## src/rtl/mbx_pkg.sv

```systemverilog
package mbx_pkg;
    localparam int WORD_W = 32;
    localparam int ADDR_W = 24;
    localparam int LIST_W = 20;
    localparam int PRIO_W = 3;
    localparam int CODE_W = 8;

    localparam logic [CODE_W-1:0] LIST_CODE = 8'hBF;
    localparam logic [3:0]        CTRL_BANK = 4'hF;
    localparam logic [WORD_W-1:0] ERR_MARK  = 32'h1;

    typedef enum logic [1:0] {
        K_READ  = 2'd0,
        K_WRITE = 2'd1,
        K_CTRL  = 2'd2,
        K_LIST  = 2'd3
    } kind_e;

    typedef enum logic [1:0] {
        E_OK    = 2'd0,
        E_ERR   = 2'd1,
        E_YIELD = 2'd2
    } eng_st_e;

    typedef enum logic [1:0] {
        S_IDLE,
        S_ISSUE,
        S_WAIT,
        S_DONE
    } arb_st_e;

    typedef struct packed {
        kind_e             kind;
        logic [1:0]        service;
        logic [3:0]        bank;
        logic [ADDR_W-1:0] addr;
    } cmd_t;
endpackage

```

## src/rtl/mbx_decode.sv

```systemverilog
module mbx_decode
    import mbx_pkg::*;
(
    input  logic [WORD_W-1:0] word,
    output cmd_t              cmd
);
    always_comb begin
        cmd.service = word[29:28];
        cmd.bank    = word[27:24];
        cmd.addr    = word[ADDR_W-1:0];
        if (word[WORD_W-1 -: CODE_W] == LIST_CODE) begin
            cmd.kind = K_LIST;
            cmd.addr = ADDR_W'(word[LIST_W-1:0]);
        end else if (word[27:24] == CTRL_BANK) begin
            cmd.kind = K_CTRL;
        end else if (word[30]) begin
            cmd.kind = K_READ;
        end else begin
            cmd.kind = K_WRITE;
        end
    end
endmodule

```

## src/rtl/mbx_pick.sv

```systemverilog
module mbx_pick
    import mbx_pkg::*;
#(
    parameter  int NCLIENT = 8,
    localparam int CID_W   = $clog2(NCLIENT)
) (
    input  logic [NCLIENT-1:0]             req,
    input  logic [NCLIENT-1:0][PRIO_W-1:0] prio,
    input  logic [CID_W-1:0]               last,
    output logic                           found,
    output logic [CID_W-1:0]               pick
);
    logic [CID_W-1:0]  idx;
    logic [PRIO_W-1:0] best;

    // Scan in rotation order starting after the last served client;
    // a strictly higher priority replaces the current choice, so ties
    // keep the earliest client in rotation order.
    always_comb begin
        found = 1'b0;
        pick  = '0;
        best  = '0;
        idx   = '0;
        for (int i = 1; i <= NCLIENT; i++) begin
            idx = CID_W'((int'(last) + i) % NCLIENT);
            if (req[idx] && (!found || prio[idx] > best)) begin
                found = 1'b1;
                pick  = idx;
                best  = prio[idx];
            end
        end
    end
endmodule

```

## src/rtl/mbx_arbiter.sv

```systemverilog
module mbx_arbiter
    import mbx_pkg::*;
#(
    parameter  int NCLIENT = 8,
    parameter  int BURST_W = 16,
    localparam int CID_W   = $clog2(NCLIENT)
) (
    input  logic                            clk,
    input  logic                            rst,
    input  logic [NCLIENT-1:0][WORD_W-1:0]  mbx_word0,
    input  logic [NCLIENT-1:0][WORD_W-1:0]  mbx_word1,
    input  logic [NCLIENT-1:0]              cfg_en,
    input  logic [NCLIENT-1:0]              cfg_lock,
    input  logic [NCLIENT-1:0][PRIO_W-1:0]  cfg_prio,
    input  logic [NCLIENT-1:0][BURST_W-1:0] cfg_burst,
    output logic                            cmd_valid,
    output logic [CID_W-1:0]                cmd_client,
    output logic [1:0]                      cmd_kind,
    output logic [1:0]                      cmd_service,
    output logic [3:0]                      cmd_bank,
    output logic [ADDR_W-1:0]               cmd_addr,
    output logic [WORD_W-1:0]               cmd_arg,
    output logic [BURST_W-1:0]              cmd_burst,
    input  logic                            eng_done,
    input  logic [1:0]                      eng_status,
    input  logic [WORD_W-1:0]               eng_result,
    output logic                            wb_valid,
    output logic [CID_W-1:0]                wb_client,
    output logic [WORD_W-1:0]               wb_word0,
    output logic [WORD_W-1:0]               wb_word1,
    output logic                            wb_word1_en
);
    arb_st_e           state;
    logic [CID_W-1:0]  cur;
    logic [CID_W-1:0]  rr_last;
    logic [NCLIENT-1:0] pend;
    logic              found;
    logic [CID_W-1:0]  pick;
    cmd_t              dec;
    logic [WORD_W-1:0] wb_w0_q;
    logic [WORD_W-1:0] wb_w1_q;
    logic              wb_w1en_q;

    for (genvar i = 0; i < NCLIENT; i++) begin : g_pend
        assign pend[i] = mbx_word0[i][WORD_W-1] & cfg_en[i];
    end

    mbx_pick #(.NCLIENT(NCLIENT)) pick_i (
        .req   (pend),
        .prio  (cfg_prio),
        .last  (rr_last),
        .found (found),
        .pick  (pick)
    );

    mbx_decode dec_i (
        .word (mbx_word0[cur]),
        .cmd  (dec)
    );

    always_ff @(posedge clk) begin
        if (rst) begin
            state     <= S_IDLE;
            cur       <= '0;
            rr_last   <= CID_W'(NCLIENT - 1);
            wb_w0_q   <= '0;
            wb_w1_q   <= '0;
            wb_w1en_q <= 1'b0;
        end else begin
            case (state)
                S_IDLE: begin
                    if (found) begin
                        cur     <= pick;
                        rr_last <= pick;
                        state   <= S_ISSUE;
                    end
                end
                S_ISSUE: state <= S_WAIT;
                S_WAIT: begin
                    if (eng_done) begin
                        case (eng_status)
                            E_YIELD: state <= cfg_lock[cur] ? S_ISSUE : S_IDLE;
                            E_ERR: begin
                                wb_w0_q   <= ERR_MARK;
                                wb_w1_q   <= eng_result;
                                wb_w1en_q <= 1'b1;
                                state     <= S_DONE;
                            end
                            default: begin
                                wb_w0_q   <= '0;
                                wb_w1_q   <= eng_result;
                                wb_w1en_q <= 1'b0;
                                state     <= S_DONE;
                            end
                        endcase
                    end
                end
                default: state <= S_IDLE;
            endcase
        end
    end

    assign cmd_valid   = (state == S_ISSUE);
    assign cmd_client  = cur;
    assign cmd_kind    = dec.kind;
    assign cmd_service = dec.service;
    assign cmd_bank    = dec.bank;
    assign cmd_addr    = dec.addr;
    assign cmd_arg     = mbx_word1[cur];
    assign cmd_burst   = cfg_lock[cur] ? '1 : cfg_burst[cur];

    assign wb_valid    = (state == S_DONE);
    assign wb_client   = cur;
    assign wb_word0    = wb_w0_q;
    assign wb_word1    = wb_w1_q;
    assign wb_word1_en = wb_w1en_q;
endmodule

```

## config.mk

```make
export PLATFORM = sky130hd
export DESIGN_NAME = mbx_arbiter
export DESIGN_NICKNAME = d
export VERILOG_FILES = /design/src/rtl/mbx_pkg.sv /design/src/rtl/mbx_decode.sv /design/src/rtl/mbx_pick.sv /design/src/rtl/mbx_arbiter.sv
export SDC_FILE = /design/constraint.sdc
export NUM_CORES = 1
export LEC_CHECK = 0
export BUFFER_PORTS_ARGS = -buffer_cell sky130_fd_sc_hd__clkbuf_2
export CAP_MARGIN = 20
export CORE_AREA = 2 2 341 343
export CTS_BUF_LIST = sky130_fd_sc_hd__clkbuf_8
export CTS_CLUSTER_DIAMETER = 60
export DETAILED_ROUTE_END_ITERATION = 10
export DIE_AREA = 0 0 343 345
export GPL_ROUTABILITY_DRIVEN = 0
export HOLD_SLACK_MARGIN = 0.08
export REMOVE_ABC_BUFFERS = 1
export SLEW_MARGIN = 10
export SYNTH_ARGS = -nofsm -noshare
export SYNTH_HDL_FRONTEND = slang
export SYNTH_SLANG_ARGS = --single-unit
```

## constraint.sdc

```tcl
create_clock -name clk -period 11.1 [get_ports clk]
set_input_delay 1.11 -clock clk [delete_from_list [all_inputs] [get_ports clk]]
set_output_delay 1.11 -clock clk [all_outputs]
set_load 0.005 [all_outputs]
```

==> run_results.csv, run 1 <==
group,metric,value,unit
run_status,outcome,"finished, final reports clean",
floorplan,die_x,343,um
clocking,path_clk_slew,0.10,ns
clocking,hold_buffers,0,
critical_path,crit_path_start_kind,"input port",
grt,grt_pass1_wl,113700,um
detailed_routing,detail-route-antenna-nets,0,
timing,tns,0,ns
clocking,clk_path_buf_depth,2,
critical_path,reg2reg_from,"rr_last[0]",
synthesis,synth-compound-area-share,0.08025,
critical_path,r2r_setup_slack,0.30,ns
timing,slew_violations,0,
synthesis,synth_fa_ha_area_frac,0.03172,
final_layout,mostFrequentLayoutCells,"clkbuf_2 (837), mux4_2 (197), nand2_1 (117)",
clocking,h-tree-depth,2,
critical_path,cp_slowest_cell,"mux4_2",
worst_hold_path,worstHoldStart,"wb_word1[23]",
worst_hold_path,hold_path_depth,2,
final_layout,fillers,13180,
timing,setup_slack,0.1972,ns
detailed_routing,drt-total-wl,92700,um
detailed_routing,dr.pass1.iters,5,
timing,fmax,91.72,MHz
synthesis,synthXorXnorAreaFrac,0.003723,
synthesis,ys_types,61,
clocking,clock_latency,0.33,ns
critical_path,rr_endpoint,"rr_last[0]",
grt,grt_usage,0.1476,
grt,grt_start_max_net_pins,55,
clocking,cts_root_buffer,"clkbuf_8",
final_layout,layout-area-overhead-vs-synth,73.99,%
worst_hold_path,min_path_type,"flop to flop",
floorplan,start_util,0.07883,
floorplan,core,115100,um^2
synthesis,yosys_warnings,0,
timing,hold_slack,0.4590,ns
floorplan,ios,870,
synthesis,syn_avg_cell_area,11.13,um^2
worst_hold_path,min_to,"wb_word1[23]",
pwr,p_leak,6.861,nW
critical_path,cp.required,11.33,ns
final_layout,final_common_cell,"clkbuf_2",
final_layout,drive_gt1_frac,0.7521,
synthesis,netlist_instances,815,
detailed_routing,vias_per_cell,3.735,
grt,grt_pass1_vias,11290,
synthesis,synth_top_family_by_area,"multiplexers",
synthesis,ys.flop_type,"dfxtp_1",
critical_path,end_kind,"flop",
timing,post-route-min-period,10.90,ns
critical_path,crit_fanout,5,
floorplan,num_rows,125,
synthesis,synth_area,9074,um^2
final_layout,fin_area,15790,um^2
timing,fin_skew,0.006900,ns
timing,slew_headroom,0.3018,
synthesis,yosysSeqAreaShare,0.09046,
synthesis,yosys.area_share.simple,0.09970,
timing,finalCritPeriodShare,0.9822,
timing,worst_pin_slew,1.047,ns
run,drv_cap,0,
floorplan,die_area,118300,um^2
placement,dpl_worst_slack,-0.3481,ns
critical_path,r2r_cells,62,
detailed_routing,vias,11960,
synthesis,synth-seq-cells,41,
timing,finalHoldViolations,0,
detailed_routing,drc_errors,0,
final_layout,final_nets,2397,
pwr,ir_drop,0.0001987,V
synthesis,synthMuxAreaShare,0.6242,
timing,finalSetupViolCount,0,
placement,io_buffers,838,
placement,dpl_cell_area,15230,um^2
clocking,cts_sinks,41,
detailed_routing,avgRoutedWirePerCell,28.95,um
pwr,cellPowerDensity,283.9,nW/um^2
synthesis,async_flop_share,0,
critical_path,max_stage_delay,0.48,ns
pwr,total_power,0.004482,W
clocking,cts_made_buffers,5,
detailed_routing,drt_iter0_markers,1089,
critical_path,critical_path_class,"input port to flop",
clocking,cts_tree,"yes",
grt,antenna_found_initial,112,
synthesis,synth_edf_count,0,
grt,grt_remaining_overflow,0,
placement,dp_hpwl,84490,um
critical_path,crit_arrival,11.13,ns
floorplan,fp.dieH,345,um
critical_path,crit_top_cell,"o21ai_2",
==> cell usage after synthesis (4+ instances only) <==
master	number	share of area
a21oi_1	44	0.024
a22o_1	4	0.0039
a32oi_1	5	0.0048
and2_1	8	0.0055
buf_1	20	0.0083
buf_2	9	0.0050
buf_4	35	0.029
clkbuf_1	41	0.017
dfxtp_1	41	0.090
ha_1	23	0.032
inv_1	20	0.0083
mux2_2	67	0.083
mux2i_1	45	0.050
mux4_2	197	0.49
nand2_1	119	0.049
nand2b_1	4	0.0028
nand3_1	13	0.0072
nand3b_1	4	0.0033
nor2_1	20	0.0083
nor2b_1	10	0.0069
nor3_1	5	0.0028
o211ai_1	4	0.0033
o21a_1	8	0.0066
o21ai_0	15	0.0083
o31ai_1	6	0.0050
==> registers in the layout, summed over array words and instances (netlist names) <==
signal	cells
wb_word0	1
state	2
rr_last	3
cmd_client	3
wb_word1	32
==> stage by stage <==
step,utilization,instances
floorplan,-,739
global placement,0.1323,3158
detailed placement,0.1323,3158
CTS,0.1333,3169
global route,0.1369,3190
finish,0.1372,3202
==> worst max path at each step <==
stage | start | end | slack, ns
after floorplan | rr_last[0] | rr_last[0] | -1.28
after global placement | mbx_word0[255] | rr_last[0] | -0.16
after detailed placement | mbx_word0[255] | rr_last[0] | -0.35
after CTS | mbx_word0[255] | rr_last[0] | 0.05
after global routing | mbx_word0[159] | rr_last[0] | -0.30
final | mbx_word0[159] | rr_last[0] | 0.20
==> cells by family (layout without fill, tap and decap cells) <==
kind of cell / count (synthesis) / count (layout)
simple gates: 197 / 197
xor+xnor: 3 / 3
other cells: 1 / 51
fa+ha+maj: 23 / 23
flops: 41 / 41
mux: 310 / 310
buf+inv: 128 / 941
compound gates: 112 / 112
==> timing repair <==
action                                 4_1_cts  5_1_grt
pin swaps                                    2       37
gates resized for setup                      1       70
setup endpoints to repair                    3        6
setup buffers                                3       13
endpoints found under the hold margin        0        0
gates cloned                                 0        0
==> report_power, final <==
group          internal (W)  switching, W
clock network     0.0000459     0.0000718
registers          0.000172     0.0000608
logic               0.00199       0.00215
total               0.00220       0.00228
==> layout make-up <==
cell class / count / area, um^2 / area share
tap: 1524 / 1907 / 0.1208
clock buffer: 5 / 68.82 / 0.004359
inverter: 22 / 82.58 / 0.005231
clock inverter: 3 / 23.77 / 0.001506
sequential: 41 / 833.3 / 0.05278
antenna: 20 / 50.05 / 0.003170
multi-input combinational: 676 / 8033 / 0.5088
timing repair buffer: 911 / 4790 / 0.3034
==> layer usage <==
layer  routed length (um)  track usage
met2                45010       0.2575
met4                 3111      0.02620
met1                29150       0.1474
met3                14940      0.09605
met5                  497            0
==> critical path, delay by kind of cell <==
| kind | cells | cell delay [ns] |
|---|---|---|
| buffers and inverters | 5 | 0.45 |
| adder cells (fa/ha/maj) | 7 | 1.80 |
| AO/OA/AOI/OAI | 28 | 4.09 |
| AND/OR/NAND/NOR | 18 | 2.40 |
| multiplexers | 4 | 1.29 |
Note: power is estimated with default switching activity, not from simulation.
==> inputs of run 2 (changes only) <==
--- a/config.mk
+++ b/config.mk
@@ -6,7 +6,6 @@
 export NUM_CORES = 1
 export LEC_CHECK = 0
 export BUFFER_PORTS_ARGS = -buffer_cell sky130_fd_sc_hd__clkbuf_2
-export CAP_MARGIN = 20
 export CORE_AREA = 2 2 341 343
 export CTS_BUF_LIST = sky130_fd_sc_hd__clkbuf_8
 export CTS_CLUSTER_DIAMETER = 60
@@ -14,8 +13,10 @@
 export DIE_AREA = 0 0 343 345
 export GPL_ROUTABILITY_DRIVEN = 0
 export HOLD_SLACK_MARGIN = 0.08
+export RECOVER_POWER = 100
 export REMOVE_ABC_BUFFERS = 1
 export SLEW_MARGIN = 10
 export SYNTH_ARGS = -nofsm -noshare
 export SYNTH_HDL_FRONTEND = slang
 export SYNTH_SLANG_ARGS = --single-unit
+export TNS_END_PERCENT = 50
==> run_results.csv, run 2 (same netlist as run 1, synthesis figures left out) <==
group,metric,value,unit
run_status,outcome,"finished with violations",
run_status,violations,"capacitance limit, slew limit",
pwr,clkPwrFrac,0.026,
critical_path,cp.required,11.32,ns
worst_hold_path,min_path_type,"flop to flop",
floorplan,num_rows,125,
pwr,ir_drop,0.0001981,V
pwr,power_frac_seq,0.051,
timing,setup_slack,0.2156,ns
final_layout,drive_gt1_frac,0.6858,
critical_path,r2r_setup_slack,0.32,ns
critical_path,end_kind,"flop",
timing,worst_pin_slew,3.493,ns
floorplan,die_x,343,um
critical_path,rr_endpoint,"rr_last[0]",
floorplan,core,115100,um^2
pwr,cellPowerDensity,285.1,nW/um^2
timing,finalCritPeriodShare,0.9806,
placement,io_buffers,838,
critical_path,crit_top_cell,"o21ai_2",
grt,grt_pass1_wl,113700,um
pwr,p_leak,6.546,nW
pwr,p_sw,0.002264,W
critical_path,crit_arrival,11.11,ns
detailed_routing,vias,11930,
critical_path,crit_path_start_kind,"input port",
final_layout,final_common_cell,"clkbuf_2",
clocking,clock_latency,0.33,ns
pwr,combPwrFrac,0.922,
run,drv_cap,9,
critical_path,crit_fanout,5,
floorplan,die_area,118300,um^2
detailed_routing,detail-route-antenna-nets,0,
timing,slew_violations,281,
floorplan,ios,870,
final_layout,largest_reg_flops,32,
placement,dp_hpwl,84490,um
pwr,swShare,0.5084,
pwr,internal-power,0.002189,W
detailed_routing,avgRoutedWirePerCell,28.93,um
detailed_routing,vias_per_cell,3.727,
floorplan,fp.dieH,345,um
clocking,h-tree-depth,2,
timing,finalSetupViolCount,0,
critical_path,critical_path_class,"input port to flop",
final_layout,final_util,0.1357,
critical_path,max_stage_delay,0.48,ns
detailed_routing,routed-wl-met3,14870,um
timing,slew_headroom,-1.329,
final_layout,layout-area-overhead-vs-synth,72.12,%
critical_path,r2r_cells,62,
detailed_routing,drt-total-wl,92640,um
detailed_routing,dr.max_layer_used,"met5",
clocking,cts_made_buffers,5,
grt,grt_start_max_net_pins,55,
timing,fin_skew,0.007660,ns
grt,grt_pass1_vias,11290,
grt,grt_usage,0.1476,
grt,antenna_found_initial,113,
timing,finalHoldViolations,0,
clocking,clk_path_buf_depth,2,
detailed_routing,drc_errors,0,
detailed_routing,wl_met2,46020,um
grt,grt_remaining_overflow,0,
floorplan,start_util,0.07883,
final_layout,final_nets,2397,
clocking,path_clk_slew,0.10,ns
placement,dpl_worst_slack,-0.3481,ns
detailed_routing,drt_iter0_markers,1114,
timing,fmax,91.87,MHz
worst_hold_path,worstHoldStart,"wb_word1[23]",
detailed_routing,wl_met1,29090,um
clocking,cts_root_buffer,"clkbuf_8",
clocking,cts_tree,"yes",
final_layout,fillers,13210,
critical_path,cp_slowest_cell,"mux4_2",
clocking,cts_sinks,41,
worst_hold_path,hold_path_depth,2,
worst_hold_path,min_to,"wb_word1[23]",
detailed_routing,dr.pass1.iters,6,
timing,post-route-min-period,10.88,ns
clocking,hold_buffers,0,
final_layout,multi_input_area,8020,um^2
critical_path,reg2reg_from,"rr_last[0]",
final_layout,mostFrequentLayoutCells,"clkbuf_2 (747), mux4_2 (197), nand2_1 (117)",
final_layout,seq_area,822.0,um^2
[run 2: cell types whose count changed in the layout (fill, tap and decap cells not counted), sizes merged]
cell / delta
buf: -9
clkbuf: +9
[run 2: what timing repair did]
action	in CTS	in global routing
setup endpoints to repair	3	6
setup buffers	3	13
cloned	0	0
pin swaps	2	37
gates resized for setup	1	70
[run 2: critical path: cells and delay by family]
kind                     cells  cell delay (ns)
multiplexers                 4             1.28
AND/OR/NAND/NOR             18             2.40
buffers and inverters        5             0.45
AO/OA/AOI/OAI               28             4.08
adder cells (fa/ha/maj)      7             1.78
[run 2: cell type report]
| cell class | count | area share |
|---|---|---|
| multi-input cells | 676 | 0.5135 |
| repair buffers | 911 | 0.2973 |
| well taps | 1524 | 0.1221 |
| flip-flops and latches | 41 | 0.05264 |
| inverters | 22 | 0.005288 |
| clock buffers | 5 | 0.004406 |
| diodes | 20 | 0.003205 |
| clock inverters | 3 | 0.001522 |
[run 2: per-stage QoR]
stage	hold slack (ns)	TNS [ns]	instance area [um^2]	total power [W]	std cells
floorplan	0.4467	-6.646	8638	0.002416	739
global placement	0.4418	-0.4323	15230	0.003753	3158
detailed placement	0.4467	-1.652	15230	0.003780	3158
CTS	0.4604	0	15340	0.003954	3169
global route	0.4804	-1.697	15590	0.004843	3190
finish	0.4582	0	15620	0.004452	3202
[run 2: worst max path at each step]
stage                              start          to  slack (ns)  cells after the start
after floorplan               rr_last[0]  rr_last[0]       -1.28                     59
after global placement    mbx_word0[255]  rr_last[0]       -0.16                     61
after detailed placement  mbx_word0[255]  rr_last[0]       -0.35                     61
after CTS                 mbx_word0[255]  rr_last[0]        0.05                     65
after global routing      mbx_word0[159]  rr_last[0]       -0.30                     62
final                     mbx_word0[159]  rr_last[0]        0.22                     62
[run 2: power by group through the flow]
stage / clock (W) / sequential (W) / combinational (W)
floorplan: 0 / 0.000389 / 0.00203
global placement: 0 / 0.000243 / 0.00351
detailed placement: 0 / 0.000244 / 0.00354
CTS: 0.000127 / 0.000240 / 0.00359
global route: 0.000129 / 0.000239 / 0.00447
finish: 0.000118 / 0.000229 / 0.00411
[run 2: per-layer routing]
metal  global-route usage  up-vias
li1                     -     4937
met1               0.1474     5825
met2               0.2575      885
met3              0.09605      210
met4              0.02620       76
met5                    0        -
